### config.mk
export PLATFORM = sky130hd
export DESIGN_NAME = i2s_audio_rx
export DESIGN_NICKNAME = d
export VERILOG_FILES = /design/src/rtl/i2srx_pkg.sv /design/src/rtl/i2srx_sync.sv /design/src/rtl/i2srx_deser.sv /design/src/rtl/i2srx_rxbuf.sv /design/src/rtl/i2s_audio_rx.sv
export SDC_FILE = /design/constraint.sdc
export NUM_CORES = 1
export LEC_CHECK = 0
export BUFFER_PORTS_ARGS = -buffer_cell sky130_fd_sc_hd__buf_4
export CORE_MARGIN = 1
export CORE_UTILIZATION = 55
export DETAILED_ROUTE_END_ITERATION = 8
export GPL_ROUTABILITY_DRIVEN = 0
export MAX_ROUTING_LAYER = met4
export PLACE_DENSITY = 0.78
export REMOVE_ABC_BUFFERS = 1
export SYNTH_ARGS = -nofsm -noshare
export SYNTH_HDL_FRONTEND = slang
export SYNTH_SLANG_ARGS = --single-unit
### constraint.sdc
create_clock -name clk -period 3.3 [get_ports clk]
set_input_delay 0.825 -clock clk [delete_from_list [all_inputs] [get_ports clk]]
set_output_delay 0.825 -clock clk [all_outputs]
set_load 0.02 [all_outputs]
### src/rtl/i2srx_pkg.sv
package i2srx_pkg;

    typedef enum logic [1:0] {
        RX_IDLE  = 2'd0,
        RX_ARM   = 2'd1,
        RX_SHIFT = 2'd2,
        RX_SKIP  = 2'd3
    } rx_state_e;

    typedef enum logic [1:0] {
        DL_16  = 2'b00,
        DL_24  = 2'b01,
        DL_32  = 2'b10,
        DL_RSV = 2'b11
    } dlen_e;

endpackage

### src/rtl/i2srx_sync.sv
// Multi-stage synchroniser for the pin inputs, with a rising-edge strobe on bit 0.
module i2srx_sync #(
    parameter int W      = 3,
    parameter int STAGES = 2
) (
    input  logic         clk,
    input  logic         rst_n,
    input  logic [W-1:0] din,
    output logic [W-1:0] dout,
    output logic         rise0
);

    logic prev0;

    genvar g;
    generate
        for (g = 0; g < W; g++) begin : g_bit
            logic [STAGES-1:0] chain;
            always_ff @(posedge clk or negedge rst_n) begin
                if (!rst_n) begin
                    chain <= '0;
                end else begin
                    chain <= {chain[STAGES-2:0], din[g]};
                end
            end
            assign dout[g] = chain[STAGES-1];
        end
    endgenerate

    always_ff @(posedge clk or negedge rst_n) begin
        if (!rst_n) begin
            prev0 <= 1'b0;
        end else begin
            prev0 <= dout[0];
        end
    end

    assign rise0 = dout[0] & ~prev0;

    // one strobe per bit-clock rising edge, never two cycles in a row
    p_rise_pulse_r1: assert property (@(posedge clk) disable iff (!rst_n)
        rise0 |=> !rise0);

endmodule

### src/rtl/i2srx_deser.sv
// Word framing and packet cutting, driven by word select.
module i2srx_deser
    import i2srx_pkg::*;
#(
    parameter int PKT_W = 16,
    parameter int CNT_W = 6
) (
    input  logic             clk,
    input  logic             rst_n,
    input  logic             en,
    input  logic [1:0]       cfg_dlen,
    input  logic             cfg_ch32,
    input  logic             bit_stb,
    input  logic             sd,
    input  logic             ws,
    output logic             pkt_vld,
    output logic [PKT_W-1:0] pkt_data,
    output logic             pkt_side
);

    localparam int TAIL24 = 24 - PKT_W;
    localparam logic [CNT_W-1:0] CNT_HI   = CNT_W'(PKT_W);
    localparam logic [CNT_W-1:0] CNT_T24  = CNT_W'(24);
    localparam logic [CNT_W-1:0] CNT_T32  = CNT_W'(32);

    rx_state_e          state, state_n;
    logic [PKT_W-1:0]   shreg;
    logic [PKT_W-1:0]   shift_n;
    logic [CNT_W-1:0]   cnt, cnt_n;
    logic [CNT_W-1:0]   tail_at;
    logic               side;
    logic               ws_last;
    logic               ws_edge;
    logic               two_pkt;
    logic               is24;
    logic               emit_hi, emit_lo;
    logic               start;

    // ---- derived configuration and per-bit decode ----
    always_comb begin
        is24    = (cfg_dlen == DL_24);
        two_pkt = cfg_ch32 && ((cfg_dlen == DL_24) || (cfg_dlen == DL_32));
        tail_at = is24 ? CNT_T24 : CNT_T32;
        shift_n = {shreg[PKT_W-2:0], sd};
        cnt_n   = cnt + 1'b1;
        ws_edge = bit_stb && (ws != ws_last);
        emit_hi = (state == RX_SHIFT) && bit_stb && (cnt_n == CNT_HI);
        emit_lo = (state == RX_SHIFT) && bit_stb && two_pkt && (cnt_n == tail_at);
        start   = ws_edge && en && (state != RX_IDLE);
    end

    // ---- next-state logic ----
    always_comb begin
        state_n = state;
        unique case (state)
            RX_IDLE: begin
                if (en) state_n = RX_ARM;
            end
            RX_ARM: begin
                if (!en)          state_n = RX_IDLE;
                else if (ws_edge) state_n = RX_SHIFT;
            end
            RX_SHIFT: begin
                if (ws_edge)                             state_n = en ? RX_SHIFT : RX_IDLE;
                else if (emit_lo || (emit_hi && !two_pkt)) state_n = RX_SKIP;
            end
            RX_SKIP: begin
                if (ws_edge) state_n = en ? RX_SHIFT : RX_IDLE;
            end
        endcase
    end

    // ---- state register ----
    always_ff @(posedge clk or negedge rst_n) begin
        if (!rst_n) begin
            state <= RX_IDLE;
        end else begin
            state <= state_n;
        end
    end

    // ---- datapath and packet outputs ----
    always_ff @(posedge clk or negedge rst_n) begin
        if (!rst_n) begin
            ws_last  <= 1'b0;
            shreg    <= '0;
            cnt      <= '0;
            side     <= 1'b0;
            pkt_vld  <= 1'b0;
            pkt_data <= '0;
            pkt_side <= 1'b0;
        end else begin
            if (bit_stb) ws_last <= ws;
            if (bit_stb && (state == RX_SHIFT)) begin
                shreg <= shift_n;
                cnt   <= cnt_n;
            end
            if (start) begin
                cnt  <= '0;
                side <= ws;
            end
            pkt_vld <= emit_hi || emit_lo;
            if (emit_hi || emit_lo) begin
                pkt_side <= side;
                if (emit_lo && is24) begin
                    pkt_data <= {shift_n[TAIL24-1:0], {(PKT_W-TAIL24){1'b0}}};
                end else begin
                    pkt_data <= shift_n;
                end
            end
        end
    end

    // nothing leaves the deserialiser while disabled
    p_idle_quiet_r11: assert property (@(posedge clk) disable iff (!rst_n)
        (state == RX_IDLE) |=> !pkt_vld);

    // a partial word seen while arming never produces a packet
    p_arm_quiet_r12: assert property (@(posedge clk) disable iff (!rst_n)
        (state == RX_ARM) |=> !pkt_vld);

endmodule

### src/rtl/i2srx_rxbuf.sv
// Single-entry receive buffer with not-empty, channel and overrun flags.
module i2srx_rxbuf #(
    parameter int PKT_W = 16
) (
    input  logic             clk,
    input  logic             rst_n,
    input  logic             pkt_vld,
    input  logic [PKT_W-1:0] pkt_data,
    input  logic             pkt_side,
    input  logic             rd_data,
    input  logic             rd_stat,
    output logic [PKT_W-1:0] buf_data,
    output logic             rxne,
    output logic             ovr,
    output logic             chside
);

    logic ovr_armed;
    logic ovr_set;
    logic ovr_clr;
    logic load;

    always_comb begin
        load    = pkt_vld && (!rxne || rd_data);
        ovr_set = pkt_vld && rxne && !rd_data;
        ovr_clr = rd_stat && ovr_armed;
    end

    always_ff @(posedge clk or negedge rst_n) begin
        if (!rst_n) begin
            buf_data  <= '0;
            rxne      <= 1'b0;
            chside    <= 1'b0;
            ovr       <= 1'b0;
            ovr_armed <= 1'b0;
        end else begin
            if (load) begin
                buf_data <= pkt_data;
                chside   <= pkt_side;
                rxne     <= 1'b1;
            end else if (rd_data) begin
                rxne <= 1'b0;
            end

            if (ovr_set)      ovr <= 1'b1;
            else if (ovr_clr) ovr <= 1'b0;

            if (ovr_clr)              ovr_armed <= 1'b0;
            else if (ovr && rd_data)  ovr_armed <= 1'b1;
        end
    end

    // an accepted packet is what the buffer shows next
    p_load_r3: assert property (@(posedge clk) disable iff (!rst_n)
        (pkt_vld && (!rxne || rd_data)) |=> (rxne && (buf_data == $past(pkt_data))));

    // overrun keeps the older packet
    p_ovr_keep_r6: assert property (@(posedge clk) disable iff (!rst_n)
        (pkt_vld && rxne && !rd_data) |=> (ovr && $stable(buf_data)));

    // data read empties the buffer
    p_read_clr_r4: assert property (@(posedge clk) disable iff (!rst_n)
        (rd_data && !pkt_vld) |=> !rxne);

    // overrun persists until a status read
    p_ovr_hold_r7: assert property (@(posedge clk) disable iff (!rst_n)
        (ovr && !rd_stat) |=> ovr);

endmodule

### src/rtl/i2s_audio_rx.sv
module i2s_audio_rx #(
    parameter int PKT_W       = 16,
    parameter int SYNC_STAGES = 2
) (
    input  logic             clk,
    input  logic             rst_n,
    input  logic             i2s_sck,
    input  logic             i2s_ws,
    input  logic             i2s_sd,
    input  logic             en,
    input  logic [1:0]       cfg_dlen,
    input  logic             cfg_ch32,
    input  logic             rxne_ie,
    input  logic             err_ie,
    input  logic             rd_data,
    input  logic             rd_stat,
    output logic [PKT_W-1:0] rx_data,
    output logic             rxne,
    output logic             ovr,
    output logic             chside,
    output logic             irq
);

    localparam int PIN_W = 3;

    logic [PIN_W-1:0] pins_s;
    logic             bit_stb;
    logic             pkt_vld;
    logic [PKT_W-1:0] pkt_data;
    logic             pkt_side;

    i2srx_sync #(
        .W      (PIN_W),
        .STAGES (SYNC_STAGES)
    ) u_sync (
        .clk   (clk),
        .rst_n (rst_n),
        .din   ({i2s_sd, i2s_ws, i2s_sck}),
        .dout  (pins_s),
        .rise0 (bit_stb)
    );

    i2srx_deser #(
        .PKT_W (PKT_W)
    ) u_deser (
        .clk      (clk),
        .rst_n    (rst_n),
        .en       (en),
        .cfg_dlen (cfg_dlen),
        .cfg_ch32 (cfg_ch32),
        .bit_stb  (bit_stb),
        .sd       (pins_s[2]),
        .ws       (pins_s[1]),
        .pkt_vld  (pkt_vld),
        .pkt_data (pkt_data),
        .pkt_side (pkt_side)
    );

    i2srx_rxbuf #(
        .PKT_W (PKT_W)
    ) u_rxbuf (
        .clk      (clk),
        .rst_n    (rst_n),
        .pkt_vld  (pkt_vld),
        .pkt_data (pkt_data),
        .pkt_side (pkt_side),
        .rd_data  (rd_data),
        .rd_stat  (rd_stat),
        .buf_data (rx_data),
        .rxne     (rxne),
        .ovr      (ovr),
        .chside   (chside)
    );

    assign irq = (rxne_ie && rxne) || (err_ie && ovr);

endmodule

==> impl_metrics.env <==
export IMPL_antenna_found_initial=0
export IMPL_rr_worst_depth=7
export IMPL_synth_top_area_cell="dfrtp_1"
export IMPL_max_stage_delay_ns=0.56
export IMPL_rsz0062_at_grt="false"
export IMPL_hp_start="u_sync.g_bit[1].chain[0]$_DFF_PN0_"
export IMPL_r2r_start="u_deser.cnt[0]$_DFFE_PN0P_"
export IMPL_detailed_place_hpwl_um=3390
export IMPL_power_frac_comb_pct=14.2
export IMPL_drcViolationCount=0
export IMPL_yosysTopAreaCellShare_pct=57.2
export IMPL_syn_mean_instance_area_um2=12.8
export IMPL_cts_root_buf="clkbuf_8"
export IMPL_ys_flop_type="dfrtp_1"
export IMPL_startpoint_type="flip-flop"
export IMPL_areaGrowthSynthToFinish_pct=16.7
export IMPL_rr_endpoint="u_deser.pkt_data[14]$_DFFE_PN0P_"
export IMPL_hold_path_depth=0
export IMPL_chipWidth_um=76.6
export IMPL_clock_skew_ns=0.00834
export IMPL_post_drt_wl_per_cell_um=15.0
export IMPL_hold_violations=0
export IMPL_first_global_vias=1928
export IMPL_ys_types=50
export IMPL_die_area_um2=5870
export IMPL_netlist_instances=239
export IMPL_fp_coreArea_um2=5240
export IMPL_critical_path_buf_inv_count=1
export IMPL_setup_viol=0
export IMPL_critPathArrivalTime_ns=2.77
export IMPL_p_seq_share_pct=51.0
export IMPL_seq_area_frac_synth_pct=57.2
export IMPL_end_kind="flip-flop"
export IMPL_crit_family="simple AND/OR/NAND/NOR gates"
export IMPL_timing_hold_ws_ns=0.348
export IMPL_p_clk_share_pct=34.8
export IMPL_worstMarginPinSlew_ns=0.844
export IMPL_clk_pin_slew_ns=0.07
export IMPL_final_util_pct=68.3
export IMPL_min_to="u_sync.g_bit[1].chain[1]$_DFF_PN0_"
export IMPL_ant_nets=0
export IMPL_synth_edf_count=0
export IMPL_leakage_uw=0.00187
export IMPL_layoutNonFillerInstCount=350
export IMPL_viasPerCell=5.58
export IMPL_h_tree_depth=3
export IMPL_clkSinkCount=70
export IMPL_antenna_cells=0
export IMPL_fin_nets=291
export IMPL_numPortBuffers=32
export IMPL_post_cts_resized=0
export IMPL_status="finished, final reports clean"
export IMPL_die_h_um=76.6
export IMPL_power_density_nw_per_um2=595
export IMPL_cts_tree="yes"
export IMPL_num_vias=1953
export IMPL_grt_max_degree=71
export IMPL_ys_warnings_count=0
export IMPL_layout_min_cycle_time_ns=2.49
export IMPL_ys_seq_elements=70
export IMPL_initial_utilization_pct=58.5
export IMPL_min_period_over_period_pct=75.5
export IMPL_max_cap_viol_count=0
export IMPL_path_class="flip-flop to flip-flop"
export IMPL_p_switching_uw=586
export IMPL_max_freq_ghz=0.401
export IMPL_peakVddDrop_uv=455
export IMPL_ctsHoldBuffers=0
export IMPL_slew_violations=0
export IMPL_post_place_ws_ns=0.558
export IMPL_netlist_area_um2=3060
export IMPL_fin_ws_ns=0.809
export IMPL_rows=26
export IMPL_drt_iter0_drc=113
export IMPL_worstSkewPairLatency_ns=0.34
export IMPL_fin_tns_setup_ns=0
export IMPL_cts_setup_buffers=0
export IMPL_pin_count=33
export IMPL_numCtsBuffers=9
export IMPL_timing_slew_headroom_pct=43.7
export IMPL_drive_gt1_share_pct=33.2
export IMPL_synth_area_leaders="dfrtp_1, mux2_2, mux2i_1, a22o_1, nor2_1"
export IMPL_grt_total_usage_pct=21.1
export IMPL_p_int_uw=1540
export IMPL_reg2reg_slack_ns=0.81
export IMPL_drt_pass1_iterations=4
export IMPL_async_flop_share_pct=100
export IMPL_wl_um=5240
export IMPL_cpMaxStageDelayCell="or4_1"
export IMPL_overflow=0
export IMPL_clk_path_buf_depth=2
export IMPL_power_switching_share_pct=27.6
export IMPL_grt_pass1_wl_um=9240
export IMPL_synth_most_common_cell="dfrtp_1"
export IMPL_crit_path_cell_trace="ha_1 -> or4_1 -> a41oi_1 -> o21ai_2 -> buf_4 -> nor2_2 -> a21o_1"
export IMPL_dp_cells=334
export IMPL_synth_common_cells="dfrtp_1, mux2_2, nor2_1"
export IMPL_min_path_type="flip-flop to flip-flop"
export IMPL_cp_max_fo=19
export IMPL_required_ns=3.58
cells in the final DEF, fill, tap and decap left out, types with 2 or more instances in the layout:
cell / count
a31oi_1: 3
buf_4: 37
nand2b_1: 3
a21oi_1: 3
a22o_1: 9
bufinv_16: 2
xor2_1: 4
dfrtp_1: 70
and3_1: 2
clkbuf_8: 10
xnor2_1: 5
nor2b_1: 2
nor2_1: 19
nand3_1: 4
o21ai_0: 2
nand2_1: 9
a21o_1: 8
nand4_1: 3
a41oi_1: 2
mux2_2: 34
ha_1: 3
clkinv_2: 2
clkbuf_1: 2
inv_1: 6
mux2i_1: 10
area by class of cell:
class	count	area, µm²
multi-input combinational	150	1220
inverter	7	26.3
fill	379	1660
tap	70	87.6
timing repair buffer	37	278
clock buffer	12	145
sequential	70	1750
clock inverter	4	70.1
power groups by stage:
stage | combinational, µW | sequential, µW | clock, µW
after global placement | 296 | 1090 | 0
final | 303 | 1080 | 740
after CTS | 305 | 1080 | 764
after detailed placement | 303 | 1100 | 0
after global routing | 343 | 1100 | 797
after floorplan | 233 | 1060 | 0
logic make-up after synthesis:
logic type               after synthesis  share of synthesized area (%)
XOR/XNOR                               9                           2.57
adder cells (fa/ha/maj)                3                           1.23
multiplexers                          45                           16.3
flip-flops                            70                           57.2
AND/OR/NAND/NOR                       54                           9.39
AO/OA/AOI/OAI                         39                           10.3
buffers and inverters                 19                           3.10
worst max-delay path by stage:
stage	start	cells after the start	slack (ns)	end
3_3_place_gp	cfg_dlen[0]	9	0.64	u_deser.pkt_data[14]$_DFFE_PN0P_
5_1_grt	u_deser.cnt[0]$_DFFE_PN0P_	8	0.64	u_deser.pkt_data[11]$_DFFE_PN0P_
2_1_floorplan	cfg_dlen[1]	8	0.53	u_deser.pkt_data[10]$_DFFE_PN0P_
4_1_cts	u_deser.cnt[0]$_DFFE_PN0P_	7	0.81	u_deser.pkt_data[15]$_DFFE_PN0P_
6_report	u_deser.cnt[0]$_DFFE_PN0P_	7	0.81	u_deser.pkt_data[14]$_DFFE_PN0P_
3_5_place_dp	cfg_dlen[0]	9	0.56	u_deser.pkt_data[11]$_DFFE_PN0P_
metal layers:
metal,routed length [µm],global-route usage [%],vias up,part of all wire (%)
li1,-,-,928,-
met1,2520,27.9,986,48
met2,2440,29.8,31,47
met3,197,6.47,8,3.8
met4,83,9.81,0,1.6
met5,0,-,-,0
stage by stage:
step,cell area [µm²],power (µW)
2_1_floorplan,3000,1290
3_3_place_gp,3360,1390
3_5_place_dp,3360,1400
4_1_cts,3580,2150
5_1_grt,3580,2240
6_report,3580,2130
state kept, by name, summed over array words and instances (netlist names), 2 cells and up:
register,count
u_deser.pkt_data,16
u_sync.g_bit.chain,6
u_rxbuf.buf_data,16
u_deser.state,2
u_deser.shreg,15
u_deser.cnt,6
Note: power is estimated with default switching activity, not from simulation.
